**src/rtl/card_seq_pkg.sv**
```systemverilog
package card_seq_pkg;

  // access space encoding on req_space; bit 1 set means I/O
  localparam logic [1:0] SP_COMMON = 2'd0;
  localparam logic [1:0] SP_ATTR   = 2'd1;

  typedef enum logic [1:0] {
    ST_IDLE  = 2'd0,
    ST_CMD   = 2'd1,
    ST_RECOV = 2'd2,
    ST_DONE  = 2'd3
  } seq_state_t;

  function automatic logic space_is_io(input logic [1:0] sp);
    return sp[1];
  endfunction

endpackage

```
**src/rtl/card_sync2.sv**
```systemverilog
module card_sync2 #(
  parameter int             W       = 1,
  parameter logic [W-1:0]   RST_VAL = '0
) (
  input  logic         clk,
  input  logic         rst_n,
  input  logic [W-1:0] d,
  output logic [W-1:0] q
);

  logic [W-1:0] meta_q;

  always_ff @(posedge clk or negedge rst_n) begin
    if (!rst_n) begin
      meta_q <= RST_VAL;
      q      <= RST_VAL;
    end else begin
      meta_q <= d;
      q      <= meta_q;
    end
  end

endmodule

```
**src/rtl/card_cfg_reg.sv**
```systemverilog
module card_cfg_reg (
  input  logic       clk,
  input  logic       rst_n,
  input  logic       we,
  input  logic [1:0] wdata,
  output logic [1:0] rdata,
  output logic       card_present,
  output logic       two_sockets
);

  logic present_q, present_d;
  logic two_q, two_d;

  always_comb begin
    present_d = present_q;
    two_d     = two_q;
    if (we) begin
      present_d = wdata[1];
      two_d     = wdata[0];
    end
  end

  always_ff @(posedge clk or negedge rst_n) begin
    if (!rst_n) begin
      present_q <= 1'b0;
      two_q     <= 1'b0;
    end else begin
      present_q <= present_d;
      two_q     <= two_d;
    end
  end

  assign rdata        = {present_q, two_q};
  assign card_present = present_q;
  assign two_sockets  = two_q;

endmodule

```
**src/rtl/card_cmd_timer.sv**
```systemverilog
module card_cmd_timer
  import card_seq_pkg::*;
#(
  parameter int CODE_W = 5
) (
  input  logic              clk,
  input  logic              rst_n,
  input  logic              start,
  input  logic [CODE_W-1:0] code,
  input  logic              is_read,
  input  logic              ready,
  output logic              active,
  output logic              busy,
  output logic              done
);

  localparam int CODE_MAX = (1 << CODE_W) - 1;
  localparam int CNT_W    = $clog2(3 * CODE_MAX + 7);

  seq_state_t        state_q, state_d;
  logic [CNT_W-1:0]  cnt_q, cnt_d;
  logic [CNT_W-1:0]  code_q;
  logic [CNT_W-1:0]  last_q;
  logic [CNT_W-1:0]  code_ext;
  logic [CNT_W-1:0]  last_calc;
  logic              load_en;
  logic              stall;

  assign code_ext  = {{(CNT_W-CODE_W){1'b0}}, code};
  // last strobe clock index: 3C+4 for write, 3C+5 for read
  assign last_calc = (code_ext << 1) + code_ext + CNT_W'(4) + CNT_W'(is_read);
  assign load_en   = (state_q == ST_IDLE) && start;
  assign stall     = (cnt_q >= code_q) && !ready;

  always_comb begin
    state_d = state_q;
    cnt_d   = cnt_q;
    case (state_q)
      ST_IDLE: begin
        if (start) begin
          state_d = ST_CMD;
          cnt_d   = '0;
        end
      end
      ST_CMD: begin
        if (!stall) begin
          if (cnt_q == last_q) state_d = ST_RECOV;
          else                 cnt_d   = cnt_q + 1'b1;
        end
      end
      ST_RECOV: state_d = ST_DONE;
      ST_DONE:  state_d = ST_IDLE;
      default:  state_d = ST_IDLE;
    endcase
  end

  always_ff @(posedge clk or negedge rst_n) begin
    if (!rst_n) begin
      state_q <= ST_IDLE;
      cnt_q   <= '0;
    end else begin
      state_q <= state_d;
      cnt_q   <= cnt_d;
    end
  end

  always_ff @(posedge clk or negedge rst_n) begin
    if (!rst_n) begin
      code_q <= '0;
      last_q <= '0;
    end else if (load_en) begin
      code_q <= code_ext;
      last_q <= last_calc;
    end
  end

  assign active = (state_q == ST_CMD);
  assign busy   = (state_q != ST_IDLE);
  assign done   = (state_q == ST_DONE);

  // once the wait phase is over, a not-ready cycle freezes the count
  assert_wait_stalls_R5: assert property (@(posedge clk) disable iff (!rst_n)
    (state_q == ST_CMD && cnt_q >= code_q && !ready)
      |=> (state_q == ST_CMD && cnt_q == $past(cnt_q)));

  // inside the wait phase the count always advances
  assert_wait_phase_runs_R2: assert property (@(posedge clk) disable iff (!rst_n)
    (state_q == ST_CMD && cnt_q < code_q)
      |=> (state_q == ST_CMD && cnt_q == $past(cnt_q) + 1'b1));

  // the done pulse comes one clock after the strobe clears, and lasts one clock
  assert_done_after_gap_R8: assert property (@(posedge clk) disable iff (!rst_n)
    $fell(active) |=> done);
  assert_done_single_R8: assert property (@(posedge clk) disable iff (!rst_n)
    done |=> !done && !busy);

endmodule

```
**src/rtl/card_cmd_seq.sv**
```systemverilog
module card_cmd_seq
  import card_seq_pkg::*;
#(
  parameter int CODE_W = 5
) (
  input  logic              clk,
  input  logic              rst_n,
  input  logic              cfg_we,
  input  logic [1:0]        cfg_wdata,
  output logic [1:0]        cfg_rdata,
  input  logic [CODE_W-1:0] tcode_common,
  input  logic [CODE_W-1:0] tcode_attr,
  input  logic [CODE_W-1:0] tcode_io,
  input  logic              req,
  input  logic [1:0]        req_space,
  input  logic              req_write,
  input  logic              req_socket,
  output logic              busy,
  output logic              done,
  input  logic              card_wait_n,
  input  logic              card_io16_n,
  output logic              mem_rd_n,
  output logic              mem_wr_n,
  output logic              io_rd_n,
  output logic              io_wr_n,
  output logic              attr_sel_n,
  output logic              bus_16bit,
  output logic              sock_sel
);

  logic              card_present;
  logic              two_sockets;
  logic [1:0]        pins_s;
  logic              wait_n_s;
  logic              io16_n_s;
  logic              start;
  logic              active;
  logic              ready;
  logic [CODE_W-1:0] code_sel;
  logic [1:0]        space_q;
  logic              wr_q;
  logic              sock_q;
  logic              is_io;

  card_cfg_reg u_cfg (
    .clk          (clk),
    .rst_n        (rst_n),
    .we           (cfg_we),
    .wdata        (cfg_wdata),
    .rdata        (cfg_rdata),
    .card_present (card_present),
    .two_sockets  (two_sockets)
  );

  card_sync2 #(.W(2), .RST_VAL(2'b11)) u_sync (
    .clk   (clk),
    .rst_n (rst_n),
    .d     ({card_io16_n, card_wait_n}),
    .q     (pins_s)
  );
  assign wait_n_s = pins_s[0];
  assign io16_n_s = pins_s[1];

  // absent card: wait and width lines are masked
  assign ready = !card_present || wait_n_s;

  always_comb begin
    case (req_space)
      SP_COMMON: code_sel = tcode_common;
      SP_ATTR:   code_sel = tcode_attr;
      default:   code_sel = tcode_io;
    endcase
  end

  assign start = req && !busy;

  always_ff @(posedge clk or negedge rst_n) begin
    if (!rst_n) begin
      space_q <= SP_COMMON;
      wr_q    <= 1'b0;
      sock_q  <= 1'b0;
    end else if (start) begin
      space_q <= req_space;
      wr_q    <= req_write;
      sock_q  <= req_socket;
    end
  end

  card_cmd_timer #(.CODE_W(CODE_W)) u_timer (
    .clk     (clk),
    .rst_n   (rst_n),
    .start   (start),
    .code    (code_sel),
    .is_read (!req_write),
    .ready   (ready),
    .active  (active),
    .busy    (busy),
    .done    (done)
  );

  assign is_io      = space_is_io(space_q);
  assign mem_rd_n   = !(active && !is_io && !wr_q);
  assign mem_wr_n   = !(active && !is_io &&  wr_q);
  assign io_rd_n    = !(active &&  is_io && !wr_q);
  assign io_wr_n    = !(active &&  is_io &&  wr_q);
  assign attr_sel_n = !(active && space_q == SP_ATTR);
  assign bus_16bit  = active && (!is_io || (card_present && !io16_n_s));
  assign sock_sel   = two_sockets ? sock_q : !active;

  // at most one command strobe is low at a time
  assert_one_strobe_R2: assert property (@(posedge clk) disable iff (!rst_n)
    $onehot0({!mem_rd_n, !mem_wr_n, !io_rd_n, !io_wr_n}));

  // a request during an access leaves the latched access unchanged
  assert_busy_ignores_req_R9: assert property (@(posedge clk) disable iff (!rst_n)
    (busy && req) |=> ($stable(space_q) && $stable(wr_q) && $stable(sock_q)));

  // with no card the width line never widens an I/O access
  assert_absent_masks_width_R6: assert property (@(posedge clk) disable iff (!rst_n)
    (!card_present && !io_rd_n) |-> !bus_16bit);

endmodule

```
**config.mk**
```make
export PLATFORM = sky130hd
export DESIGN_NAME = card_cmd_seq
export DESIGN_NICKNAME = d
export VERILOG_FILES = /design/src/rtl/card_seq_pkg.sv /design/src/rtl/card_sync2.sv /design/src/rtl/card_cfg_reg.sv /design/src/rtl/card_cmd_timer.sv /design/src/rtl/card_cmd_seq.sv
export SDC_FILE = /design/constraint.sdc
export NUM_CORES = 1
export LEC_CHECK = 0
export ABC_AREA = 0
export BUFFER_PORTS_ARGS = -buffer_cell sky130_fd_sc_hd__buf_4
export CELL_PAD_IN_SITES_DETAIL_PLACEMENT = 0
export CELL_PAD_IN_SITES_GLOBAL_PLACEMENT = 1
export CORE_UTILIZATION = 40
export CTS_BUF_LIST = sky130_fd_sc_hd__clkbuf_8
export DETAILED_ROUTE_END_ITERATION = 16
export HOLD_SLACK_MARGIN = 0.08
export PLACE_DENSITY_LB_ADDON = 0.1
export SLEW_MARGIN = 20
export SYNTH_ARGS = -nofsm -noshare
export SYNTH_HDL_FRONTEND = slang
export SYNTH_SLANG_ARGS = --single-unit
```
**constraint.sdc**
```tcl
create_clock -name clk -period 1.8 [get_ports clk]
set_input_delay 0.36 -clock clk [delete_from_list [all_inputs] [get_ports clk]]
set_output_delay 0.36 -clock clk [all_outputs]
set_load 0.05 [all_outputs]
```
==> results of run 1 <==
sequential cells by signal, indices dropped and copies added (netlist names):
signal              flops
u_cfg.two_sockets       1
u_timer.state_q         2
u_timer.cnt_q           7
u_timer.code_q          5
u_sync.q                2
wr_q                    1
u_timer.last_q          7
u_sync.meta_q           2
sock_q                  1
u_cfg.card_present      1
space_q                 2
area by class of cell:
| cell class | count | area, sq um | share of cell area, % |
|---|---|---|---|
| Clock inverter | 3 | 12.5 | 0.412 |
| Timing Repair Buffer | 81 | 676 | 22.2 |
| Inverter | 21 | 83.8 | 2.76 |
| Clock buffer | 5 | 68.8 | 2.27 |
| Sequential cell | 31 | 782 | 25.8 |
| Multi-Input combinational cell | 141 | 1330 | 43.8 |
| Tap cell | 67 | 83.8 | 2.76 |
routing by layer:
layer,vias up,wire length (microns)
li1,856,-
met1,829,2130
met2,47,2560
met3,8,184
met4,0,89
met5,-,0
worst max-delay path: cells and delay by family:
kind / cells / cell delay (ps)
adder cells (fa/ha/maj): 3 / 780
buffers and inverters: 5 / 430
multiplexers: 1 / 170
AO/OA/AOI/OAI: 2 / 190
AND/OR/NAND/NOR: 1 / 60
XOR/XNOR: 1 / 170
per-stage QoR:
step           utilization [%]  worst slack (ps)
2_1_floorplan                -              -458
3_3_place_gp              55.1              -523
3_5_place_dp              55.1              -603
4_1_cts                   60.1              -185
5_1_grt                   63.5              -332
6_report                  63.5              -228
repair_timing:
item / in CTS / in global routing
pin swaps: 17 / 14
setup buffers: 5 / 8
endpoints found under the hold margin: 27 / 0
resized for setup: 28 / 19
endpoints found under the setup margin: 18 / 22
hold buffers: 1 / 0
cells in the mapped netlist (2+ instances only):
cell type	instances	share of area, %
sky130_fd_sc_hd__ha_1	20	12
sky130_fd_sc_hd__o21ai_0	15	3.7
sky130_fd_sc_hd__o211a_1	2	1.0
sky130_fd_sc_hd__nand3_1	5	1.2
sky130_fd_sc_hd__mux2i_1	6	3.0
sky130_fd_sc_hd__clkbuf_1	4	0.75
sky130_fd_sc_hd__a221o_1	3	1.5
sky130_fd_sc_hd__mux2_2	11	6.2
sky130_fd_sc_hd__a21o_1	4	1.5
sky130_fd_sc_hd__nand2_1	19	3.5
sky130_fd_sc_hd__nand2b_1	3	0.93
sky130_fd_sc_hd__buf_4	2	0.75
sky130_fd_sc_hd__nor2_1	11	2.1
sky130_fd_sc_hd__inv_1	20	3.7
sky130_fd_sc_hd__dfrtp_1	27	34
sky130_fd_sc_hd__a21oi_1	7	1.7
sky130_fd_sc_hd__xor2_1	2	0.87
sky130_fd_sc_hd__xnor2_1	8	3.5
sky130_fd_sc_hd__dfstp_2	4	5.2
sky130_fd_sc_hd__nand3b_1	2	0.75
worst max path at each step:
stage                       from                end  slack [ps]  cells past startpoint
floorplan           req_space[0]  u_timer.last_q[5]        -460                     14
global placement    req_space[0]  u_timer.last_q[5]        -520                     14
detailed placement  req_space[0]  u_timer.last_q[5]        -600                     11
CTS                 req_space[0]  u_timer.last_q[5]        -180                     14
global route        req_space[0]  u_timer.last_q[5]        -330                     14
finish              req_space[0]  u_timer.last_q[3]        -230                     13
power groups by stage:
stage	Sequential, W	Combinational [W]	Clock, W
3_3_place_gp	0.00116	0.00238	0
5_1_grt	0.00122	0.00322	0.000554
4_1_cts	0.00118	0.00267	0.000528
6_report	0.00119	0.00299	0.000509
3_5_place_dp	0.00118	0.00246	0
2_1_floorplan	0.00116	0.00166	0
cell families (layout without fill, tap and decap cells):
family	Yosys count	in the layout
flip-flops	31	31
AO/OA/AOI/OAI	44	44
XOR/XNOR	10	10
multiplexers	17	17
adder cells (fa/ha/maj)	21	21
AND/OR/NAND/NOR	49	49
buffers and inverters	28	110
==> summary.log, run 1 <==
qor: status.run_status complete, but fails checks
qor: status.failing_checks negative setup slack
qor: yosys.syn_area_per_cell 10.1 sq um
qor: power.vdd_ir_drop_max 0.938 mV
qor: hold_path.min_delay_path_depth 1
qor: sta.finalHoldViolCount 0
qor: yosys.seq_total_area_yosys 38.8%
qor: sta.finalWorstSetupSlack -228 ps
qor: critical_path.rrSetupSlack -140 ps
qor: routing.routed_wl 4.96 mm
qor: layout.area_growth_from_synthesis_to_layout 50.9%
qor: floorplan.fp.dieW 72.9 microns
qor: sta.normalized_max_slew_margin 73.2%
qor: layout.final_common_cell sky130_fd_sc_hd__buf_4
qor: power.power_per_cell_area 1550 nW/um^2
qor: placement.placement.cell_area 2640 sq um
qor: placement.place_inst 327
qor: grt.first_global_vias 1,764
qor: hold_path.hold_path.startpoint card_wait_n
qor: critical_path.setup.worst_path.end_class register
qor: critical_path.crit_required 1960 ps
qor: critical_path.cp_max_fo 6
qor: routing.detailedRoute.firstPassIterationCount 4
qor: critical_path.critical-path-slowest-cell sky130_fd_sc_hd__fa_2
qor: sta.finalClockSkew 2.68 ps
qor: grt.groute.layer.met3.usage 4.14%
qor: yosys.synth_cells 200
qor: grt.busiest_layer met2
qor: yosys.synth_top_family_by_area compound AO/OA/AOI/OAI gates
qor: sta.post-route-period-util 113%
qor: sta.maxClockFrequency 0.493 GHz
qor: floorplan.core-area 4790 sq um
qor: grt.grt.overflow.total 0
qor: yosys.syn-cell-area 2010 sq um
qor: layout.fin_nets 329
qor: layout.n_fill_cell 405
qor: yosys.synthArstFlopShare 100%
qor: grt.grt_first_pass_wirelength 7.81 mm
qor: placement.port-buffer-count 37
qor: yosys.yosysWarnings 0
qor: routing.drc_errors 0
qor: power.pwr-share-seq 25.4%
qor: grt.gr-usage-all-layers 19.6%
qor: yosys.post_synth_fa_ha_maj_area_fraction 13.4%
qor: layout.diodes 0
qor: layout.mostFrequentLayoutCells 66 x sky130_fd_sc_hd__buf_4, 26 x sky130_fd_sc_hd__dfrtp_1, 18 x sky130_fd_sc_hd__inv_1, 18 x sky130_fd_sc_hd__nand2_1, 13 x sky130_fd_sc_hd__ha_1
qor: sta.finalSetupViolations 17
qor: floorplan.floorplan.initialDensity 42.0%
qor: sta.slew_of_the_pin_with_the_lowest_slew_margin 402 ps
qor: yosys.post_synth_edffs 0
qor: hold_path.worstHoldEndpoint u_sync.meta_q[0]
qor: floorplan.die_area 5320 sq um
qor: critical_path.rr_worst_depth 7
qor: yosys.synth_compound_gate_area_share 16.4%
qor: clock_tree.cts_tree built
qor: yosys.synthesis.nets 248
qor: yosys.muxShareOfSynthArea 9.14%
qor: grt.grt.met1_usage 24.4%
qor: critical_path.path_class in -> reg
qor: power.switchingPower 0.00199 W
qor: floorplan.number_of_top_level_design_ports 38
qor: floorplan.placement_rows 25
qor: clock_tree.clock_latency 280 ps
qor: clock_tree.cts_buffers 5
qor: critical_path.timing.rr.end u_timer.cnt_q[5]
qor: routing.avgViaCountPerCell 4.99
qor: routing.route.vias.total 1,740
qor: power.p_leak 1.43 nW
qor: sta.finalSetupTns -1840 ps
qor: sta.unrepaired_setup_endpoints_after_global_routing true
qor: layout.post_route_cells_drive_above_1_share 49.6%
qor: sta.finalHoldWorstSlack 185 ps
qor: yosys.synth_ff_type sky130_fd_sc_hd__dfrtp_1
qor: grt.largest_net_degree_at_the_start_of_global_routing 32
qor: layout.design_area 3040 sq um
qor: layout.finalNonFillerCells 349
qor: clock_tree.clk_sink_count 31
qor: critical_path.worst_path_max_stage_delay 330 ps
qor: yosys.synth_seq_cells 31
qor: grt.use_met2 33.0%
qor: floorplan.die_h 72.9 microns
qor: clock_tree.clockBufferDepth 2
qor: critical_path.timing.critical_path.arrival 2190 ps
qor: power.comb_power_share 63.8%
qor: sta.final_max_slew_viol_count 0
qor: clock_tree.ctsRootBufferMaster sky130_fd_sc_hd__clkbuf_8
qor: grt.antenna_violations_before_repair 0
qor: yosys.synth_simple_gate_area_share 12.2%
qor: placement.dp.final_hpwl 3.59 mm
qor: routing.wl_per_cell 14.2 microns
qor: power.clkPwrFrac 10.8%
qor: routing.antenna_violating_nets_post_route 0
qor: routing.drt_iter0_markers 76
qor: clock_tree.number_of_levels_the_h_tree_was_split_into 2
qor: clock_tree.cts.clk_slew.worst_paths 60 ps
qor: placement.globalplace.congestion 0.785
qor: power.totalPowerFinal 0.00469 W
qor: power.swShare 42.4%
qor: run.max_cap_viols 0
qor: sta.fin_crit 2030 ps
qor: yosys.ys_types 45
qor: power.cell_internal_pwr 0.00270 W
qor: critical_path.worst_r2r_startpoint u_timer.code_q[4]
qor: hold_path.worst_hold_path_type in -> reg
qor: yosys.synth-xor-area-share 4.35%
qor: critical_path.crit_path_start_kind input port
qor: critical_path.worstPathCellList buf_12 -> mux2i_1 -> nor2_1 -> a21oi_2 -> inv_1 -> ha_1 -> ha_2 -> inv_2 -> fa_2 -> buf_4 -> buf_6 -> xor2_2 -> o21ai_1
Note: power is estimated with default switching activity, not from simulation.
==> run 2: changes to the inputs <==
ABC_AREA = 1   (was 0)
CORE_UTILIZATION = 38   (was 40)
GPL_TIMING_DRIVEN = 0   (was unset)
SETUP_SLACK_MARGIN = 0.1   (was unset)
==> run 2 against run 1 <==
Effect of this change: the flow still finishes with violations (negative setup slack); die area grew 6.6%; clock skew rose by 5.4 ps; cell area up 3.0%; via count increased by 9.9%; sequential share of layout area is 0.63 points lower; combinational power fell by 11%; global-route usage shrank 0.57 points; sequential cell count is the same; synthesized area is 1.5% higher; core utilization fell by 2.6 points.
==> summary.log, run 2 <==
qor: status.run_status complete, but fails checks
qor: status.failing_checks negative setup slack
qor: critical_path.critPathMostFrequentCell sky130_fd_sc_hd__buf_4
qor: routing.highest-signal-layer met4
qor: critical_path.worst_path_max_stage_delay 400 ps
qor: sta.finalSetupViolations 4
qor: floorplan.die_area 5670 sq um
qor: layout.diodes 0
qor: clock_tree.clock_latency 280 ps
qor: routing.routed-wl-met2 2.48 mm
qor: sta.finalWorstSetupSlack -215 ps
qor: yosys.yosysWarnings 0
qor: sta.slew_of_the_pin_with_the_lowest_slew_margin 501 ps
qor: clock_tree.clk_sink_count 31
qor: grt.grt_first_pass_wirelength 8.03 mm
qor: grt.gr-usage-all-layers 19.1%
qor: routing.routed-wl-met3 199 microns
qor: floorplan.die_h 75.3 microns
qor: layout.post_route_cells_drive_above_1_share 43.3%
qor: grt.antenna_violations_before_repair 0
qor: floorplan.placement_rows 26
qor: yosys.synth_cells 265
qor: grt.largest_net_degree_at_the_start_of_global_routing 32
qor: routing.drc_errors 0
qor: floorplan.number_of_top_level_design_ports 38
qor: critical_path.path_class in -> reg
qor: placement.port-buffer-count 37
qor: critical_path.crit_required 2010 ps
qor: layout.fin_nets 384
qor: floorplan.floorplan.initialDensity 39.7%
qor: sta.unrepaired_setup_endpoints_after_global_routing true
qor: sta.finalClockSkew 8.12 ps
qor: floorplan.fp.dieW 75.3 microns
qor: yosys.most_frequent_cell_after_synthesis sky130_fd_sc_hd__nand2_1
qor: routing.routed_wl 5.25 mm
qor: critical_path.crit_path_start_kind input port
qor: placement.globalplace.congestion 0.765
qor: clock_tree.number_of_levels_the_h_tree_was_split_into 2
qor: yosys.synth_ff_type sky130_fd_sc_hd__dfrtp_1
qor: routing.route.layer.met1.wl 2.46 mm
qor: critical_path.setup.worst_path.end_class register
qor: sta.post-route-period-util 112%
qor: power.vdd_ir_drop_max 0.794 mV
qor: sta.maxClockFrequency 0.496 GHz
qor: critical_path.critical-path-slowest-cell sky130_fd_sc_hd__fa_2
qor: routing.wl_per_cell 12.9 microns
qor: layout.largest_registers u_timer.cnt_q (7), u_timer.last_q (7), u_timer.code_q (5)
qor: routing.route.vias.total 1,912
qor: sta.normalized_max_slew_margin 66.6%
qor: yosys.synthesis.nets 313
qor: floorplan.core-area 5140 sq um
qor: yosys.syn-cell-area 2040 sq um
qor: grt.first_global_vias 1,803
qor: clock_tree.ctsRootBufferMaster sky130_fd_sc_hd__clkbuf_8
qor: layout.area_growth_from_synthesis_to_layout 53.2%
qor: yosys.synth_common_cells 81 x sky130_fd_sc_hd__nand2_1, 37 x sky130_fd_sc_hd__inv_1, 27 x sky130_fd_sc_hd__dfrtp_1
qor: layout.final_common_cell sky130_fd_sc_hd__nand2_1
qor: routing.drt_iter0_markers 64
qor: routing.antenna_violating_nets_post_route 0
qor: grt.grt.overflow.total 0
qor: placement.placement.cell_area 2460 sq um
qor: yosys.post_synth_edffs 0
qor: yosys.syn_area_per_cell 7.71 sq um
qor: placement.dp.final_hpwl 3.42 mm
qor: yosys.ys_types 29
qor: clock_tree.cts_tree built
qor: routing.detailedRoute.firstPassIterationCount 4
qor: sta.fin_crit 2010 ps
qor: routing.avgViaCountPerCell 4.70
qor: clock_tree.cts_buffers 5
qor: critical_path.timing.critical_path.arrival 2230 ps
qor: layout.mostFrequentLayoutCells 69 x sky130_fd_sc_hd__nand2_1, 53 x sky130_fd_sc_hd__buf_4, 27 x sky130_fd_sc_hd__inv_1
qor: sta.final_max_slew_viol_count 0
qor: power.power_per_cell_area 1440 nW/um^2
qor: clock_tree.clockBufferDepth 2
qor: critical_path.cp_max_fo 6
qor: layout.design_area 3130 sq um
qor: yosys.seq_total_area_yosys 38.2%
qor: yosys.synth_seq_cells 31
qor: run.max_cap_viols 0
qor: hold_path.worst_hold_path_type in -> reg
qor: critical_path.worstPathCellList buf_12 -> inv_12 -> nand2_8 -> nor2_4 -> a221o_1 -> buf_4 -> inv_1 -> ha_1 -> fa_2 -> inv_2 -> buf_4 -> buf_4 -> buf_4 -> nor2_1 -> o21ai_1
qor: clock_tree.cts.clk_slew.worst_paths 70 ps
qor: sta.finalSetupTns -687 ps
qor: power.p_leak 1.53 nW
qor: sta.finalHoldViolCount 0
qor: yosys.synth_top_cell_by_area sky130_fd_sc_hd__dfrtp_1
qor: yosys.synthArstFlopShare 100%
qor: yosys.synth.area.top_cells sky130_fd_sc_hd__dfrtp_1 33%, sky130_fd_sc_hd__nand2_1 15%, sky130_fd_sc_hd__ha_1 12%
qor: yosys.synthDominantCellAreaShare 33.1%
-- run 2: power by group --
part           internal (W)  switching (W)
Combinational       0.00113        0.00152
Clock              0.000448       0.000270
Sequential         0.000931       0.000196
-- run 2: final timing paths --
path | slack (ps) | startpoint | endpoint | cells after the start
min in group asynchronous | 550 | rst_n | u_timer.last_q[4] | 2
max reg2reg | 150 | u_timer.code_q[4] | u_timer.state_q[1] | 11
max | -210 | req_space[1] | u_timer.last_q[3] | 15
max in group asynchronous | 930 | rst_n | u_sync.q[1] | 2
min reg2reg | 360 | u_sync.meta_q[1] | u_sync.q[1] | 0
min | 180 | card_wait_n | u_sync.meta_q[0] | 1
-- run 2: layout make-up --
cell class | instances | area, sq um
Fill cell | 489 | 2010
Multi-Input combinational cell | 188 | 1350
Sequential cell | 31 | 786
Timing Repair Buffer | 64 | 556
Inverter | 39 | 164
Tap cell | 70 | 87.6
Clock buffer | 6 | 82.6
Buffer | 7 | 66.3
Clock inverter | 2 | 35.0
-- run 2: per-stage QoR --
| stage | hold WS [ps] | setup slack (ps) | utilization (%) | cells | total power, W |
|---|---|---|---|---|---|
| detailed placement | 317 | -649 | 47.9 | 372 | 0.00295 |
| global placement | 318 | -629 | 47.9 | 372 | 0.00294 |
| floorplan | 64.4 | -303 | - | 265 | 0.00246 |
| CTS | 172 | -234 | 54.4 | 396 | 0.00391 |
| finish | 180 | -215 | 60.9 | 407 | 0.00449 |
| global route | 162 | -332 | 60.9 | 407 | 0.00484 |
-- run 2: timing repair --
action                                 CTS  global route
resized for setup                       28            56
cloned                                   1             0
setup buffers                           14            11
hold buffers                             1             0
endpoints found under the hold margin   27             0
setup endpoints to repair               30            33
pin swaps                               10            20
-- run 2: critical path, delay by kind of cell --
family                     cells  cell delay [ps]
adders and majority gates      2              650
AOI/OAI and AO/OA              2              390
and+or+nand+nor                3              130
buffers and inverters          8              720
-- run 2: metal layers --
layer / GRT usage (%) / up-vias
met5: 0 / -
met4: 5.76 / 0
met3: 4.23 / 11
met2: 31.6 / 41
met1: 25.0 / 882
li1: - / 978
-- run 2: kinds of logic (layout without fill, tap and decap cells) --
family                   after synthesis  in the layout  synth area share, %
AO/OA/AOI/OAI                         29             29                 8.40
XOR/XNOR                               6              6                 2.57
adder cells (fa/ha/maj)               21             21                 13.2
buffers and inverters                 46            118                 9.62
flip-flops                            31             31                 38.2
multiplexers                           2              2                 1.10
AND/OR/NAND/NOR                      130            130                 26.8
==> run 3: changes to the inputs <==
ABC_AREA = unset   (was 1)
CORE_UTILIZATION = 40   (was 38)
==> run 3 against run 2 <==
Effect of this change: the flow still finishes with violations (negative setup slack); clock skew shrank 2.8 ps; combinational power grew 6%; wire length fell by 12%; critical path depth decreased by 1; sequential cell count unchanged; maximum frequency fell by 0.88%; largest power group unchanged.
==> summary.log, run 3 (synthesis results as in run 1) <==
qor: status.run_status complete, but fails checks
qor: status.failing_checks negative setup slack
qor: critical_path.setup.worst_path.end_class register
qor: layout.mostFrequentLayoutCells 47 x sky130_fd_sc_hd__buf_4, 24 x sky130_fd_sc_hd__dfrtp_1, 16 x sky130_fd_sc_hd__nand2_1
qor: critical_path.timing.critical_path.arrival 2240 ps
qor: floorplan.number_of_top_level_design_ports 38
qor: floorplan.die_area 5320 sq um
qor: layout.design_area 3000 sq um
qor: layout.final_common_cell sky130_fd_sc_hd__buf_4
qor: layout.fin_nets 312
qor: clock_tree.ctsRootBufferMaster sky130_fd_sc_hd__clkbuf_8
qor: critical_path.worst_path_max_stage_delay 350 ps
qor: placement.dp_worst_setup_slack -748 ps
qor: layout.largest_registers u_timer.cnt_q (7), u_timer.last_q (7), u_timer.code_q (5)
qor: sta.finalHoldViolCount 0
qor: clock_tree.clk_sink_count 31
qor: routing.detailedRoute.firstPassIterationCount 4
qor: routing.wl_per_cell 13.9 microns
qor: floorplan.placement_rows 25
qor: floorplan.floorplan.initialDensity 42.0%
qor: floorplan.core-area 4790 sq um
qor: sta.slew_of_the_pin_with_the_lowest_slew_margin 589 ps
qor: power.clkPwrFrac 11.4%
qor: grt.grt_first_pass_wirelength 7.51 mm
qor: clock_tree.cts_tree built
qor: placement.port-buffer-count 36
qor: critical_path.cp_max_fo 6
qor: clock_tree.number_of_levels_the_h_tree_was_split_into 2
qor: grt.largest_net_degree_at_the_start_of_global_routing 32
qor: critical_path.critPathMostFrequentCell sky130_fd_sc_hd__inv_2
qor: floorplan.fp.dieW 72.9 microns
qor: grt.antenna_violations_before_repair 0
qor: layout.post_route_cells_drive_above_1_share 51.7%
qor: sta.finalWorstSetupSlack -233 ps
qor: placement.dp.final_hpwl 3.14 mm
qor: critical_path.crit_required 2010 ps
qor: placement.placement.cell_area 2490 sq um
qor: critical_path.worstPathCellList clkbuf_16 -> mux2i_4 -> nor2_4 -> a21oi_2 -> inv_2 -> ha_4 -> ha_4 -> inv_2 -> fa_2 -> inv_2 -> a21o_1 -> a21oi_2 -> xor2_1 -> o21ai_1
qor: sta.finalHoldWorstSlack 177 ps
qor: hold_path.worst_hold_path_type in -> reg
qor: power.comb_power_share 61.8%
qor: routing.drc_errors 0
qor: critical_path.worst_r2r_startpoint u_timer.cnt_q[2]
qor: grt.first_global_vias 1,653
qor: power.switchingPower 0.00196 W
qor: layout.diodes 0
qor: sta.finalClockSkew 5.31 ps
qor: routing.avgViaCountPerCell 4.99
qor: critical_path.crit_path_start_kind input port
qor: clock_tree.cts.clk_slew.worst_paths 60 ps
qor: power.swShare 42.9%
qor: power.p_leak 1.36 nW
qor: sta.maxClockFrequency 0.492 GHz
qor: power.power_per_cell_area 1520 nW/um^2
qor: power.pwr-share-seq 26.8%
qor: clock_tree.clock_latency 290 ps
qor: sta.final_max_slew_viol_count 0
qor: sta.post-route-period-util 113%
qor: sta.unrepaired_setup_endpoints_after_global_routing true
qor: routing.routed_wl 4.62 mm
qor: sta.normalized_max_slew_margin 60.3%
qor: floorplan.die_h 72.9 microns
qor: routing.route.vias.total 1,657
qor: critical_path.path_class in -> reg
qor: power.cell_internal_pwr 0.00261 W
qor: layout.area_growth_from_synthesis_to_layout 49.2%
qor: hold_path.hold_path.startpoint card_io16_n
qor: critical_path.critical-path-slowest-cell sky130_fd_sc_hd__fa_2
qor: critical_path.startpoint req_space[0]
qor: run.max_cap_viols 0
qor: routing.antenna_violating_nets_post_route 0
qor: clock_tree.cts_buffers 5
qor: clock_tree.clockBufferDepth 2
qor: grt.grt.overflow.total 0
qor: sta.finalSetupViolations 15
qor: grt.gr-usage-all-layers 18.8%
qor: routing.drt_iter0_markers 90
qor: placement.globalplace.congestion 0.742
qor: power.vdd_ir_drop_max 1.01 mV
qor: sta.fin_crit 2030 ps
run 3: layer usage:
layer | track usage (%) | wire [microns]
met1 | 25.2 | 2220
met2 | 28.8 | 2170
met5 | 0 | 0
met3 | 6.08 | 185
met4 | 6.32 | 51
run 3: cell type report:
cell class	count	area [sq um]
sequential	31	785
buffer	7	77.6
multi-input combinational	141	1400
clock buffer	5	68.8
fill	411	1780
tap	67	83.8
inverter	21	91.3
timing repair buffer	57	487
clock inverter	3	12.5
run 3: critical path: cells and delay by family:
family	cells	cell delay, ps
buffers and inverters	4	270
and+or+nand+nor	1	40
xor gates and xnor gates	1	160
muxes	1	230
adders and majority gates	3	730
AOI/OAI and AO/OA	4	430
run 3: path summary, 6_finish.rpt:
path                                       to  slack [ps]  depth (start not counted)
max in group asynchronous    u_sync.meta_q[0]         920                          2
max reg2reg                u_timer.state_q[1]        -100                          5
min reg2reg                       u_sync.q[0]         360                          0
max                         u_timer.last_q[5]        -230                         14
min in group asynchronous    u_timer.cnt_q[3]         540                          2
min                          u_sync.meta_q[1]         180                          1
run 3: timing repair:
| item | in CTS | in global routing |
|---|---|---|
| endpoints found under the setup margin | 25 | 22 |
| hold buffers | 1 | 0 |
| endpoints found under the hold margin | 27 | 0 |
| resized for setup | 41 | 29 |
| buffers inserted | 14 | 7 |
| pin swaps | 10 | 12 |
run 3: power by group through the flow:
stage / combinational, W / sequential (W) / clock [W]
after global routing: 0.00307 / 0.00126 / 0.000575
after detailed placement: 0.00211 / 0.00123 / 0
after global placement: 0.00209 / 0.00123 / 0
after CTS: 0.00258 / 0.00122 / 0.000534
after floorplan: 0.00169 / 0.00116 / 0
final: 0.00282 / 0.00122 / 0.000522
run 3: stage by stage:
| stage | cells | power, W | setup TNS (ps) | util [%] |
|---|---|---|---|---|
| after CTS | 326 | 0.00433 | -1480 | 59.2 |
| after detailed placement | 303 | 0.00335 | -5190 | 52.1 |
| final | 332 | 0.00457 | -1320 | 62.7 |
| after global routing | 332 | 0.00491 | -2780 | 62.7 |
| after global placement | 303 | 0.00332 | -5120 | 52.1 |
| after floorplan | 200 | 0.00285 | -1790 | - |
